$ cat src/rtl/cfgwin_pkg.sv
// Shared types for the configuration window translator.
// Assumes: the state encoding is local to the translator; nothing outside decodes it.
package cfgwin_pkg;
    typedef enum logic [1:0] {
        ST_IDLE = 2'd0,
        ST_REQ  = 2'd1,
        ST_WAIT = 2'd2,
        ST_DONE = 2'd3
    } bridge_state_e;

    localparam logic [1:0] SIZE_BYTE = 2'd0;
    localparam logic [1:0] SIZE_HALF = 2'd1;
    localparam logic [1:0] SIZE_WORD = 2'd2;
endpackage

$ cat src/rtl/cfgwin_decode.sv
// Window hit, alignment check and address translation, all combinational.
// The device number is the index of the lowest set bit of the select field.
// If no bit is set, the number is SEL_N.
// Assumes: SEL_LO + SEL_N <= WIN_LOG2, and the register offset is the SEL_LO low bits.
module cfgwin_decode #(
    parameter int ADDR_W = 32,
    parameter logic [ADDR_W-1:0] WIN_BASE = 32'h8080_0000,
    parameter int WIN_LOG2 = 22,
    parameter int SEL_LO = 11,
    parameter int SEL_N = 11,
    parameter int DEV_W = $clog2(SEL_N + 1)
) (
    input  logic [ADDR_W-1:0]       addr,
    input  logic [1:0]              size,
    output logic                    hit,
    output logic                    reject,
    output logic [SEL_LO+DEV_W-1:0] xaddr
);
    import cfgwin_pkg::*;

    logic [DEV_W-1:0] dev;

    // Window match on the bits above the window size.
    always_comb hit = (addr[ADDR_W-1:WIN_LOG2] == WIN_BASE[ADDR_W-1:WIN_LOG2]);

    // Priority search: the lowest set select bit writes last, so it wins.
    always_comb begin
        dev = DEV_W'(SEL_N);
        for (int i = SEL_N - 1; i >= 0; i--) begin
            if (addr[SEL_LO + i]) dev = DEV_W'(i);
        end
    end

    // Translated address: device number above the passed-through offset.
    always_comb xaddr = {dev, addr[SEL_LO-1:0]};

    // Natural alignment per size code; size code 3 is always refused.
    always_comb begin
        case (size)
            SIZE_BYTE: reject = 1'b0;
            SIZE_HALF: reject = addr[0];
            SIZE_WORD: reject = |addr[1:0];
            default:   reject = 1'b1;
        endcase
    end
endmodule

$ cat src/rtl/cfgwin_lanes.sv
// Little-endian byte-lane steering for writes and extraction for reads.
// Assumes: the access is already known to fit in the word, and DATA_W is a multiple of 8.
module cfgwin_lanes #(
    parameter int DATA_W = 32,
    parameter int LANES = DATA_W / 8,
    parameter int LANE_W = $clog2(LANES)
) (
    input  logic [LANE_W-1:0] lane,
    input  logic [1:0]        size,
    input  logic [DATA_W-1:0] wdata,
    input  logic [DATA_W-1:0] lane_word,
    output logic [LANES-1:0]  be,
    output logic [DATA_W-1:0] wdata_lane,
    output logic [DATA_W-1:0] rdata_val
);
    logic [LANES-1:0]    be_base;
    logic [DATA_W-1:0]   keep;
    logic [LANE_W+2:0]   shamt;

    // Build the unshifted byte enables and data mask from the size code.
    always_comb begin
        be_base = '0;
        keep    = '0;
        for (int b = 0; b < LANES; b++) begin
            if (b < (32'd1 << size)) begin
                be_base[b]      = 1'b1;
                keep[8*b +: 8]  = 8'hFF;
            end
        end
    end

    // Move data up to the addressed lanes and back down.
    always_comb begin
        shamt      = {lane, 3'b000};
        be         = be_base << lane;
        wdata_lane = (wdata & keep) << shamt;
        rdata_val  = (lane_word >> shamt) & keep;
    end
endmodule

$ cat src/rtl/cfgwin_bridge.sv
// Top level: slave-port access to configuration request translator.
// It captures one access, forwards it with a valid/ready handshake, and
// returns a one-cycle acknowledge (with read data for reads).
// Assumes: the requester holds strobe, address, size and data until up_ack,
// and the agent returns read data only in or after the accept cycle.
module cfgwin_bridge #(
    parameter int ADDR_W = 32,
    parameter int DATA_W = 32,
    parameter logic [ADDR_W-1:0] WIN_BASE = 32'h8080_0000,
    parameter int WIN_LOG2 = 22,
    parameter int SEL_LO = 11,
    parameter int SEL_N = 11
) (
    input  logic                                 clk,
    input  logic                                 rst_n,
    input  logic                                 up_rd,
    input  logic                                 up_wr,
    input  logic [ADDR_W-1:0]                    up_addr,
    input  logic [1:0]                           up_size,
    input  logic [DATA_W-1:0]                    up_wdata,
    output logic                                 up_ack,
    output logic                                 up_err,
    output logic                                 up_rvalid,
    output logic [DATA_W-1:0]                    up_rdata,
    output logic                                 cfg_valid,
    input  logic                                 cfg_ready,
    output logic                                 cfg_write,
    output logic [SEL_LO+$clog2(SEL_N+1)-1:0]    cfg_addr,
    output logic [DATA_W/8-1:0]                  cfg_be,
    output logic [DATA_W-1:0]                    cfg_wdata,
    input  logic                                 cfg_rvalid,
    input  logic [DATA_W-1:0]                    cfg_rdata
);
    import cfgwin_pkg::*;

    localparam int DEV_W  = $clog2(SEL_N + 1);
    localparam int CFG_AW = SEL_LO + DEV_W;
    localparam int LANES  = DATA_W / 8;
    localparam int LANE_W = $clog2(LANES);

    bridge_state_e      state;
    logic               hit, reject, access;
    logic [CFG_AW-1:0]  xaddr;
    logic [LANES-1:0]   be_n;
    logic [DATA_W-1:0]  wdata_n, rdata_n;

    cfgwin_decode #(
        .ADDR_W(ADDR_W), .WIN_BASE(WIN_BASE), .WIN_LOG2(WIN_LOG2),
        .SEL_LO(SEL_LO), .SEL_N(SEL_N), .DEV_W(DEV_W)
    ) u_decode (
        .addr(up_addr), .size(up_size), .hit(hit), .reject(reject), .xaddr(xaddr)
    );

    cfgwin_lanes #(
        .DATA_W(DATA_W), .LANES(LANES), .LANE_W(LANE_W)
    ) u_lanes (
        .lane(up_addr[LANE_W-1:0]), .size(up_size), .wdata(up_wdata),
        .lane_word(cfg_rdata), .be(be_n), .wdata_lane(wdata_n), .rdata_val(rdata_n)
    );

    // An access is a strobe aimed inside the window.
    always_comb access = (up_rd | up_wr) & hit;

    // Access sequencer: capture, forward, wait for data, acknowledge.
    always_ff @(posedge clk) begin
        if (!rst_n) begin
            state     <= ST_IDLE;
            cfg_valid <= 1'b0;
            cfg_write <= 1'b0;
            cfg_addr  <= '0;
            cfg_be    <= '0;
            cfg_wdata <= '0;
            up_ack    <= 1'b0;
            up_err    <= 1'b0;
            up_rvalid <= 1'b0;
            up_rdata  <= '0;
        end else begin
            up_ack    <= 1'b0;
            up_err    <= 1'b0;
            up_rvalid <= 1'b0;
            case (state)
                ST_IDLE: begin
                    if (access && reject) begin
                        state     <= ST_DONE;
                        up_ack    <= 1'b1;
                        up_err    <= 1'b1;
                        up_rvalid <= ~up_wr;
                        up_rdata  <= '1;
                    end else if (access) begin
                        state     <= ST_REQ;
                        cfg_valid <= 1'b1;
                        cfg_write <= up_wr;
                        cfg_addr  <= xaddr;
                        cfg_be    <= be_n;
                        cfg_wdata <= wdata_n;
                    end
                end
                ST_REQ: begin
                    if (cfg_ready) begin
                        cfg_valid <= 1'b0;
                        if (cfg_write) begin
                            state  <= ST_DONE;
                            up_ack <= 1'b1;
                        end else if (cfg_rvalid) begin
                            state     <= ST_DONE;
                            up_ack    <= 1'b1;
                            up_rvalid <= 1'b1;
                            up_rdata  <= rdata_n;
                        end else begin
                            state <= ST_WAIT;
                        end
                    end
                end
                ST_WAIT: begin
                    if (cfg_rvalid) begin
                        state     <= ST_DONE;
                        up_ack    <= 1'b1;
                        up_rvalid <= 1'b1;
                        up_rdata  <= rdata_n;
                    end
                end
                default: state <= ST_IDLE;
            endcase
        end
    end
endmodule

$ cat config.mk
export PLATFORM = sky130hd
export DESIGN_NAME = cfgwin_bridge
export DESIGN_NICKNAME = d
export VERILOG_FILES = /design/src/rtl/cfgwin_pkg.sv /design/src/rtl/cfgwin_decode.sv /design/src/rtl/cfgwin_lanes.sv /design/src/rtl/cfgwin_bridge.sv
export SDC_FILE = /design/constraint.sdc
export NUM_CORES = 1
export LEC_CHECK = 0
export ABC_CLOCK_PERIOD_IN_PS = 1900
export BUFFER_PORTS_ARGS = -buffer_cell sky130_fd_sc_hd__buf_4
export CAP_MARGIN = 20
export CORE_MARGIN = 3
export CORE_UTILIZATION = 45
export CTS_BUF_LIST = sky130_fd_sc_hd__clkbuf_4
export CTS_CLUSTER_SIZE = 24
export DETAILED_ROUTE_END_ITERATION = 10
export PLACE_DENSITY = 0.87
export REMOVE_ABC_BUFFERS = 1
export SYNTH_ARGS = -nofsm -noshare
export SYNTH_HDL_FRONTEND = slang
export SYNTH_SLANG_ARGS = --single-unit
$ cat constraint.sdc
create_clock -name clk -period 1.9 [get_ports clk]
set_input_delay 0.57 -clock clk [delete_from_list [all_inputs] [get_ports clk]]
set_output_delay 0.57 -clock clk [all_outputs]
set_load 0.02 [all_outputs]
Yosys cells after proc, flatten, opt, wreduce, memory -nomap -nowiden
Cells that the tools add are included.
{ "word_totals": {"reg_bits": 90, "latch_bits": 0, "ram_bits": 0, "rom_bits": 0, "output_inout_bits": 88, "n_memories": 0} }
{ "op_classes": {"addsub": 0, "mul": 0, "div_mod_pow": 0, "magnitude_cmp": 4, "n_eq_ne": 12, "shifts": 4, "muxes": 45, "n_bitwise": 6, "n_reduce_logical": 11} }
{ "ops": {"columns": ["operator", "count"], "rows": [
  ["two-way mux 32 bit", 4],
  ["one-hot mux 32 bit (3 select lines)", 1],
  ["AND 32 bit", 2],
  ["less-than comparator 1 x 32 -> 1 bit, first input constant", 2],
  ["less-than comparator 2 x 32 -> 1 bit, first input constant", 2],
  ["two-way mux 4 bit", 8],
  ["two-way mux 8 bit", 4],
  ["<< shifter 1 x 2 -> 32 bit, first input constant", 1],
  ["<< shifter 32 x 5 -> 32 bit", 1],
  ["right shift 32 x 5 -> 32 bit", 1],
  ["two-way mux 1 bit", 17],
  ["two-way mux 2 bit", 6],
  ["!= test 2 bit, second input constant", 6],
  ["equality test 10 bit, second input constant", 1],
  ["one-hot mux 1 bit (3 select lines)", 3],
  ["AND reduction 4 bit", 2],
  ["one-hot mux 2 bit (3 select lines)", 1],
  ["AND reduction 3 bit", 2],
  ["equality test 2 x 1 -> 1 bit, second input constant", 2],
  ["equality test 2 bit, second input constant", 2],
  ["zero test 2 bit", 2],
  ["<< shifter 4 x 2 -> 4 bit", 1],
  ["!= test 3 bit, second input constant", 1],
  ["nonzero test 3 bit", 1],
  ["other kinds (8)", 9]
]} }

Longest topological paths before layout
Gate-level depths: netlist (run 1).
{ "logic_depth": {"ltp_word": 11, "ltp_mapped": 10, "depth_no_buf": 7} }

Modules after synthesis
A second synthesis (run 1) with hierarchy kept.
{ "hier_totals": {"cells_unflattened": 627, "hier_area_um2": 5134.9} }
{ "by_module_without_submodules": {"columns": ["mod", "instances", "cells_per_inst", "area_each_um2"], "rows": [
  ["cfgwin_bridge", 1, 418, 3736.1],
  ["cfgwin_lanes", 1, 176, 1164.9],
  ["cfgwin_decode", 1, 33, 234.0]
]} }

Worst setup path before layout (run 1)
Ideal clock, no wire load.
{ "synth_path": {"path_kind": "register to register", "from": "register state[0]", "to": "register up_rdata[24]", "setup_ns": 0.116, "t_arrival_ns": 1.842, "slack_ns": -0.058, "path_stages_with_launch": 11, "n_path_buf": 3, "period_less_slack_ns": 1.958, "cell_sequence": "dfxtp_1 > inv_1 > ha_1 > buf_2 > mux2i_1 > a211oi_1 > a31o_2 > buf_2 > buf_2 > nand3_1 > o211a_1"} }
{ "synth_between": {"elab_chain_len": 3, "elab_cells_between_ends": 9, "classes_between": "eq/ne (5); mux (1); reduce/logical (3)"} }
{ "synth_rtl": {"columns": ["element", "line_no", "rtl"], "rows": [
  ["start, declared", "cfgwin_bridge.sv:41", "bridge_state_e state;"],
  ["start signal, assigned", "cfgwin_bridge.sv:67", "state <= ST_IDLE;"],
  ["start signal, assigned", "cfgwin_bridge.sv:84", "state <= ST_DONE;"],
  ["start signal, assigned", "cfgwin_bridge.sv:90", "state <= ST_REQ;"],
  ["equality test 2 x 1 -> 1 bit (tied with other cells)", "cfgwin_bridge.sv:81", "case (state)"],
  ["!= test 2 bit (no source line) / nonzero test 3 bit (equally long branches)", null, null],
  ["AND reduction 4 bit (no source line)", null, null],
  ["end signal, assigned", "cfgwin_bridge.sv:108", "up_rdata <= rdata_n;"],
  ["end signal, assigned", "cfgwin_bridge.sv:119", "up_rdata <= rdata_n;"],
  ["end, declared", "cfgwin_bridge.sv:24", "output logic [DATA_W-1:0] up_rdata,"]
]} }
Several ways; a longest one is shown, not always the timed one.
A chain may end at the register's enable or synchronous reset.

Final worst setup path (run 1)
{ "layout_path": {"from": "register state[1]", "to": "register up_rdata[25]"} }
Same word-level chain as after synthesis.

==> impl_metrics.yaml, run 1 <==
status:
  outcome: "complete, no violations"
sta:
  rsz0062_at_grt: "true"
  hold_viol: 0
  relSlewSlack: 0.474
  fmax_mhz: 531
  setup_viol: 0
  fin_worst_skew_ns: 0.0145
  period_share: 0.990
  worstMarginPinSlew_ns: 0.787
  slew_viol_final: 0
  fin_crit_ns: 1.88
  final.setup.tns_ns: 0
synthesis:
  yosysWarnings: 0
  yosysTopAreaCellShare: 0.381
  synthTopCellsByArea: "dfxtp_1 38%, o211a_1 10%, nand2_1 7.0%"
  synth_ff_type: "dfxtp_1"
  avgSynthCellArea_um2: 8.61
  synth_edf_count: 0
  async_reset_ff_frac: 0
  syn-instance-count: 549
  synth_area_um2: 4730
  yosysTopAreaCell: "dfxtp_1"
  ys_ff_latch: 90
  yosysUniqueCellTypes: 44
  ys_seq_area_frac: 0.381
clock_network:
  root_buffer: "clkbuf_4"
  h-tree-depth: 3
  ctsHoldBuffers: 0
  clock_latency_ns: 0.44
  clkTransAtPathRegs_ns: 0.14
  cts_tree: "done"
  cts.sinks: 90
  cts-buffers-inserted: 9
  clk_path_buf_depth: 2
floorplan:
  fp-row-count: 36
  pin_count: 192
  start_util: 0.473
  die_h_um: 109
  coreArea_um2: 10000
  die_w_um: 109
  die_area_um2: 11800
power_and_ir_drop:
  ir_worst_vdd_mv: 0.556
  p_switching_mw: 1.93
  p_sw_frac: 0.352
  clock_power_share: 0.165
  power_frac_seq: 0.418
  intPower_mw: 3.55
  power.density_nw_per_um2: 810
  pwr-share-comb: 0.418
  power.leakage_nw: 3.40
  p_total_mw: 5.48
routing:
  initialDrtViolationCount: 312
  via_per_inst: 5.80
  dr.pass1.iters: 7
  wl_per_cell_um: 17.6
  wl_um: 15500
  drc: 0
  vias: 5129
  ant_nets: 0
final_layout:
  layout_commonest_cell: "buf_4"
  drive_above_1_share: 0.368
  antennaDiodeCount: 0
  final_cell_mix: "228 x buf_4, 88 x nand2_1, 88 x dfxtp_1, 49 x o211a_1, 26 x nand3_1"
  fillCellCount: 829
  fin_nets: 856
  area_growth_pct: 43.1
worst_setup_path:
  cp-start-kind: "flop"
  cp_slowest_cell: "dfxtp_2"
  crit_path_max_fanout: 7
  timing.rr.end: "up_rdata[25]"
  cpPeakStageDelay_ns: 0.36
  cp_data_arrival_time_ns: 2.23
  r2r_setup_slack_ns: 0.02
  worstSetupPathType: "reg2reg"
  rr_worst_depth: 8
  reg2reg_from: "state[1]"
  startpoint: "state[1]"
  path_cells: "inv_2 > ha_4 > mux2i_4 > a21oi_2 > a31o_4 > buf_12 > buf_4 > o211a_1"
  crit_path_end_kind: "flop"
  worstPathRequired_ns: 2.25
place:
  port_buffers: 191
  place_congestion: 0.930
  hpwl_um: 11100
grt:
  grt_util_met1: 0.281
  antenna_found_initial: 0
  gr-total-overflow: 0
  grt-busiest-layer: "met2"
  grt_pass1_vias: 4879
  grt_util_all_layers: 0.247
  gr-usage-met2: 0.439
  grt.met3_usage: 0.0603
  grt_pass1_wl_um: 23200
  grt_max_degree: 40
hold_path:
  min_delay_worst_endpoint: "cfg_addr[7]"
  hold_depth: 3
  hp-start: "up_addr[7]"
  hold_path.class: "in2reg"
job:
  cap_violations: 0
[cells in the mapped netlist, types with 2 or more instances]
| cell type | count |
|---|---|
| dfxtp_1 | 90 |
| nand2_1 | 88 |
| o211a_1 | 49 |
| clkbuf_1 | 27 |
| mux2i_1 | 26 |
| nand3_1 | 26 |
| o211ai_1 | 24 |
| o21ai_0 | 23 |
| a21boi_0 | 21 |
| buf_2 | 21 |
| nand3b_1 | 18 |
| a21boi_1 | 13 |
| a21oi_1 | 13 |
| nor2_1 | 12 |
| nor2b_1 | 12 |
| nor3_1 | 12 |
| a211oi_1 | 10 |
| a31oi_1 | 10 |
| mux2_2 | 8 |
| nand2b_1 | 7 |
| inv_1 | 6 |
| ha_1 | 4 |
| buf_1 | 3 |
| nor4_1 | 3 |
| and2_1 | 2 |
| buf_4 | 2 |
| o21a_1 | 2 |
[per-stage QoR]
| stage | setup WS [ns] | cells | hold WS (ns) | util | area, um^2 |
|---|---|---|---|---|---|
| 6_report | 0.0182 | 885 | 0.360 | 0.677 | 6770 |
| 5_1_grt | -0.0261 | 885 | 0.325 | 0.677 | 6770 |
| 4_1_cts | 0.00714 | 878 | 0.332 | 0.661 | 6610 |
| 3_5_place_dp | -0.257 | 863 | 0.445 | 0.650 | 6500 |
| 3_3_place_gp | -0.186 | 863 | 0.437 | 0.650 | 6500 |
| 2_1_floorplan | -1.67 | 495 | 0.480 | - | 4480 |
[cell families after synthesis]
group / synth area share
simple gates: 0.197
flops: 0.381
mux: 0.0741
compound gates: 0.280
buf+inv: 0.0564
fa+ha+maj: 0.0106
[worst max-delay path: cells and delay by family (launching register included)]
family | cells | cell delay, ns
flip-flops | 1 | 0.36
AO/OA/AOI/OAI | 3 | 0.56
buffers and inverters | 3 | 0.34
multiplexers | 1 | 0.24
adder cells (fa/ha/maj) | 1 | 0.28
[cell type report]
class / instances / area (um^2) / share of cell area
multi-input combinational: 399 / 2710 / 0.400
timing repair buffer: 242 / 1960 / 0.290
sequential: 90 / 1800 / 0.267
tap: 133 / 166 / 0.0246
clock buffer: 11 / 82.6 / 0.0122
inverter: 6 / 22.5 / 0.00333
clock inverter: 4 / 20.0 / 0.00296
[metal layers]
| layer | up-vias | share of wire |
|---|---|---|
| li1 | 2384 | - |
| met1 | 2409 | 0.38 |
| met2 | 290 | 0.49 |
| met3 | 46 | 0.10 |
| met4 | 0 | 0.031 |
| met5 | - | 0 |
[repair_timing]
action / in CTS / in global routing
setup buffers: 0 / 2
resized for setup: 3 / 12
cloned: 0 / 5
pin swaps: 0 / 5
setup endpoints to repair: 20 / 26
[worst max-delay path by stage]
stage / end / slack [ns] / cells after the start
after floorplan: cfg_wdata[31] / -1.67 / 5
after global placement: cfg_addr[12] / -0.19 / 6
after detailed placement: up_rdata[16] / -0.26 / 7
after CTS: up_rdata[31] / 0.007 / 8
after global routing: up_rdata[31] / -0.03 / 8
final: up_rdata[25] / 0.02 / 8
[power groups by stage]
stage	clock (mW)	sequential [mW]	combinational (mW)
3_3_place_gp	0	2.31	1.92
4_1_cts	0.928	2.28	1.99
5_1_grt	1.02	2.32	2.43
2_1_floorplan	0	2.59	0.651
3_5_place_dp	0	2.31	1.97
6_report	0.902	2.29	2.29
[state kept, by name, indices dropped and copies added (netlist names)]
signal and flops:
cfg_wdata 32, up_rdata 32, cfg_addr 15, cfg_be 4, state 2, cfg_valid 1, cfg_write 1, up_ack 1
up_err 1, up_rvalid 1
No activity file was read; power rests on OpenSTA's default activity.
==> run 2: changes to the inputs <==
GPL_TIMING_DRIVEN = 0   (was unset)
RECOVER_POWER = 100   (was unset)
==> run 2 against run 1 <==
Effect of this change: the flow now finishes with violations (setup timing); core utilization down 4.0 points; die area stayed put; clock skew down 0.0056 ns; sequential share of layout area up 1.7 points; first-iteration DRC count is 30% higher; clock power is 49% higher; combinational power down 8%; cell count down 2.4%; setup slack worse by 0.018 ns; fmax shrank 0.97%; via count is 1.3% higher; largest cell class unchanged.
==> impl_metrics.yaml, run 2 (same netlist as run 1, synthesis figures left out) <==
status:
  outcome: "complete, but fails checks"
  violations: "setup timing"
clock_network:
  h-tree-depth: 3
  clock_latency_ns: 0.43
  clkTransAtPathRegs_ns: 0.13
  cts-buffers-inserted: 9
  clk_path_buf_depth: 2
  cts.sinks: 90
  root_buffer: "clkbuf_4"
  cts_tree: "done"
floorplan:
  die_h_um: 109
  pin_count: 192
  fp-row-count: 36
  start_util: 0.473
  die_w_um: 109
  coreArea_um2: 10000
  die_area_um2: 11800
hold_path:
  hold_path.class: "in2reg"
  hold_depth: 3
sta:
  final.setup.tns_ns: -0.000409
  setup_ws_ns: -0.000254
  slew_viol_final: 0
  fin_worst_skew_ns: 0.00892
  period_share: 1.00
  fin_crit_ns: 1.90
  fmax_mhz: 526
  rsz0062_at_grt: "true"
  setup_viol: 2
  hold_viol: 0
  relSlewSlack: 0.381
  worstMarginPinSlew_ns: 0.928
  hold_slack_ns: 0.373
worst_setup_path:
  worstSetupPathType: "reg2reg"
  rr_worst_depth: 7
  worstSetupEndpoint: "up_rdata[2]"
  r2r_setup_slack_ns: -0.0003
  timing.rr.end: "up_rdata[2]"
  worstPathRequired_ns: 2.24
  reg2reg_from: "state[0]"
  startpoint: "state[0]"
  crit_path_max_fanout: 8
  cp_data_arrival_time_ns: 2.24
  crit_path_end_kind: "flop"
  cp-start-kind: "flop"
final_layout:
  finish.utilization: 0.637
  top_regs: "cfg_wdata: 32 flops, up_rdata: 32 flops, cfg_addr: 15 flops"
  design_area_um2: 6370
  antennaDiodeCount: 0
  fin_nets: 834
  final_cell_mix: "118 x buf_4, 88 x nand2_1, 88 x dfxtp_1, 87 x clkbuf_1, 49 x o211a_1"
  area_growth_pct: 34.7
  layout_commonest_cell: "buf_4"
  stdcell_count: 864
  drive_above_1_share: 0.241
routing:
  via_per_inst: 6.01
  vias: 5196
  ant_nets: 0
  wl_um: 16300
  dr.pass1.iters: 5
  initialDrtViolationCount: 405
  wl_per_cell_um: 18.9
  drc: 0
power_and_ir_drop:
  power.density_nw_per_um2: 900
  p_total_mw: 5.73
  power.leakage_nw: 2.95
  ir_worst_vdd_mv: 0.605
grt:
  grt_max_degree: 90
  gr-total-overflow: 0
  grt_pass1_vias: 4915
  antenna_found_initial: 0
  grt_util_all_layers: 0.255
  grt_pass1_wl_um: 24000
place:
  place_inst: 821
  pre_cts_slack_ns: -1.56
  port_buffers: 191
  placed_cell_area_um2: 6130
  hpwl_um: 9620
  place_congestion: 0.824
job:
  cap_violations: 0
==> run 2: cell count changes in the layout (fill, tap and decap cells not counted), sizes merged <==
cell and change:
clkinv -2, clkbuf +84, a31o +7, nand3 +1, bufinv +3, buf -114
==> run 2: area by class of cell <==
type                       count  area [um^2]
clock buffer                  11         82.6
clock inverter                 5          103
fill                         902         3630
inverter                       6         27.5
multi-input combinational    407         2870
sequential                    90         1810
tap                          133          166
timing repair buffer         212         1320
==> run 2: repair_timing <==
| action | in CTS | in global routing |
|---|---|---|
| gates cloned | 3 | 5 |
| setup endpoints to repair | 86 | 82 |
| hold buffers | 0 | 0 |
| pin swaps | 5 | 5 |
| buffers inserted | 9 | 10 |
| resized for setup | 18 | 19 |
==> run 2: power breakdown <==
part           switching (mW)  total, mW  internal [mW]
registers               0.147       2.29           2.14
logic                    1.27       2.11          0.841
clock network           0.641       1.34          0.694
total                    2.06       5.73           3.67
==> run 2: worst min path at each step <==
stage	from	end	slack [ns]
2_1_floorplan	state[1]	state[1]	0.48
3_3_place_gp	cfg_addr[3]	cfg_addr[3]	0.44
3_5_place_dp	cfg_addr[2]	cfg_addr[2]	0.44
4_1_cts	up_addr[2]	cfg_addr[2]	0.35
5_1_grt	up_addr[4]	cfg_addr[4]	0.35
6_report	up_addr[2]	cfg_addr[2]	0.37
==> run 2: per-layer routing <==
metal  GRT usage  vias to the layer above  routed length (um)
met5           0                        -                   0
met4       0.109                        0                 616
met3      0.0525                       60                1500
met2       0.438                      294                7910
met1       0.308                     2461                6270
li1            -                     2381                   -
==> run 2: worst max-delay path, stage by stage, from the launching register on <==
cell and delay, ns:
dfxtp_4 0.41, inv_4 0.05, ha_4 0.29, mux2i_4 0.28
a211oi_2 0.08, buf_4 0.20, a31o_2 0.30, o211a_1 0.22
==> run 3: changes to the inputs <==
CORE_ASPECT_RATIO = 0.9   (was unset)
CORE_UTILIZATION = 46   (was 45)
SYNTH_HIERARCHICAL = 1   (was unset)
==> run 3 against run 2 <==
Effect of this change: the run still ends with setup timing left; fmax fell by 2.4%; wire length grew 5.1%; combinational power rose by 34%; largest power group is now combinational cells.
==> impl_metrics.yaml, run 3 <==
worst_setup_path:
  cp-start-kind: "flop"
  r2r_setup_slack_ns: -0.05
  startpoint: "state[0]"
  timing.rr.end: "up_rdata[9]"
  worstSetupPathType: "reg2reg"
  rr_worst_depth: 9
  reg2reg_from: "state[0]"
  cp_data_arrival_time_ns: 2.26
  crit_path_max_fanout: 7
  worstPathRequired_ns: 2.21
  crit_path_end_kind: "flop"
floorplan:
  die_w_um: 117
  die_area_um2: 12500
  start_util: 0.487
  die_h_um: 106
  pin_count: 192
  coreArea_um2: 10600
  fp-row-count: 35
power_and_ir_drop:
  power.leakage_nw: 2.90
  ir_worst_vdd_mv: 0.500
  power.density_nw_per_um2: 854
clock_network:
  cts_tree: "done"
  root_buffer: "clkbuf_4"
  cts-buffers-inserted: 9
  clock_latency_ns: 0.44
  clkTransAtPathRegs_ns: 0.14
  cts.sinks: 90
  clk_path_buf_depth: 2
  h-tree-depth: 3
  ctsHoldBuffers: 0
synthesis:
  yosysUniqueCellTypes: 51
  synth_edf_count: 0
  synth.area.mux_share: 0.0487
  synth_top_family_by_area: "compound AO/OA/AOI/OAI gates"
  synth_xor_area_frac: 0
  synth.most_common_cell: "nand2_1"
  async_reset_ff_frac: 0
  yosys.area_share.simple: 0.185
  synth_compound_area_frac: 0.293
  yosysWarnings: 6
  yosysTopAreaCell: "dfxtp_1"
  syn-instance-count: 627
  ys_ff_latch: 90
  avgSynthCellArea_um2: 8.19
  yosysTopAreaCellShare: 0.351
  ys_seq_area_frac: 0.351
  synth_adder_area_share: 0.00975
  synth_ff_type: "dfxtp_1"
  synth_area_um2: 5130
  synthTopCellsByArea: "dfxtp_1 35%, a21oi_1 9.9%, a311oi_2 8.8%"
  synth_top_cells_by_count: "115 x nand2_1, 102 x a21oi_1, 90 x dfxtp_1"
job:
  cap_violations: 0
sta:
  setup_viol: 22
  fin_crit_ns: 1.95
  hold_slack_ns: 0.366
  relSlewSlack: 0.451
  rsz0062_at_grt: "true"
  worstMarginPinSlew_ns: 0.821
  setup_ws_ns: -0.0475
  hold_viol: 0
  period_share: 1.02
  fmax_mhz: 513
  fin_worst_skew_ns: 0.0196
  slew_viol_final: 0
grt:
  grt_pass1_wl_um: 25600
  gr-total-overflow: 0
  grt_max_degree: 52
  grt_pass1_vias: 4941
  antenna_found_initial: 1
  grt_util_all_layers: 0.254
hold_path:
  hold_depth: 3
  min_delay_worst_endpoint: "cfg_addr[5]"
  hold_path.class: "in2reg"
  hp-start: "up_addr[5]"
routing:
  drc: 0
  vias: 5243
  wl_per_cell_um: 17.9
  dr.pass1.iters: 5
  wl_um: 17100
  via_per_inst: 5.49
  initialDrtViolationCount: 448
  ant_nets: 0
place:
  hpwl_um: 10100
  port_buffers: 191
  placed_cell_area_um2: 6430
  place_congestion: 0.808
status:
  violations: "setup timing"
  outcome: "complete, but fails checks"
final_layout:
  fillCellCount: 886
  area_growth_pct: 36.8
  drive_above_1_share: 0.375
  final_cell_mix: "203 x buf_4, 115 x nand2_1, 100 x a21oi_1, 88 x dfxtp_1, 33 x inv_1"
  layout_commonest_cell: "buf_4"
  finish.utilization: 0.666
  multi_input_area_um2: 2850
  fin_nets: 911
  register_area_um2: 1810
  top_regs: "cfg_wdata: 32 flops, up_rdata: 32 flops, cfg_addr: 15 flops"
  design_area_um2: 7030
## run 3: cell types whose count changed after synthesis, sizes merged, moves of 23 or more
cell    before  now
a21oi       13  104
nand2       88  115
o211a       49    0
o211ai      24    0
inv          6   37
nand3       27    0
a311oi       0   32
buf         27   50
a21boi      34    1
## run 3: cell type report
| type | count | area share |
|---|---|---|
| well taps | 148 | 0.0264 |
| flip-flops and latches | 90 | 0.257 |
| inverters | 37 | 0.0208 |
| clock buffers | 9 | 0.00962 |
| diodes | 1 | 0.000356 |
| repair buffers | 227 | 0.273 |
| clock inverters | 5 | 0.00677 |
| multi-input cells | 438 | 0.406 |
## run 3: kinds of logic (layout without fill, tap and decap cells)
kind of cell,Yosys count,in the layout
compound gates,200,201
mux,25,25
other cells,0,1
simple gates,206,208
fa+ha+maj,4,4
buf+inv,102,278
flops,90,90
## run 3: per-layer routing
layer	global-route usage	wire length, um
met1	0.307	6950
met2	0.427	8270
met3	0.0931	1720
met4	0.0737	186
met5	0	0
## run 3: what timing repair did
item / in CTS / in global routing
pin swaps: 4 / 19
setup buffers: 18 / 8
setup endpoints to repair: 87 / 82
cloned: 5 / 3
resized for setup: 21 / 23
## run 3: through the flow
stage	cells	setup slack [ns]	total power, mW	setup TNS (ns)
after global routing	955	-0.0646	6.25	-1.25
after global placement	901	-3.64	4.11	-245.64
after CTS	944	0.00866	5.74	0
after floorplan	562	-2.43	3.40	-138.39
final	955	-0.0475	6.00	-0.487
after detailed placement	907	-1.80	4.22	-100.84
## run 3: worst max-delay path by stage
stage	to	depth (start not counted)
after floorplan	up_rdata[0]	6
after global placement	up_rdata[31]	6
after detailed placement	up_rdata[16]	8
after CTS	up_rdata[5]	8
after global routing	up_rdata[5]	9
final	up_rdata[9]	9
## run 3: critical path, stage by stage (launching register included)
cell	delay [ns]
dfxtp_4	0.39
inv_4	0.04
ha_4	0.23
buf_6	0.11
nor2b_4	0.12
a211oi_4	0.29
buf_12	0.17
and2_4	0.19
clkbuf_16	0.16
a311oi_2	0.09
## run 3: report_power, final
part	internal, mW	total [mW]	switching, mW
clock network	0.375	1.00	0.625
registers	2.06	2.17	0.106
logic	1.31	2.83	1.52
total	3.75	6.00	2.25
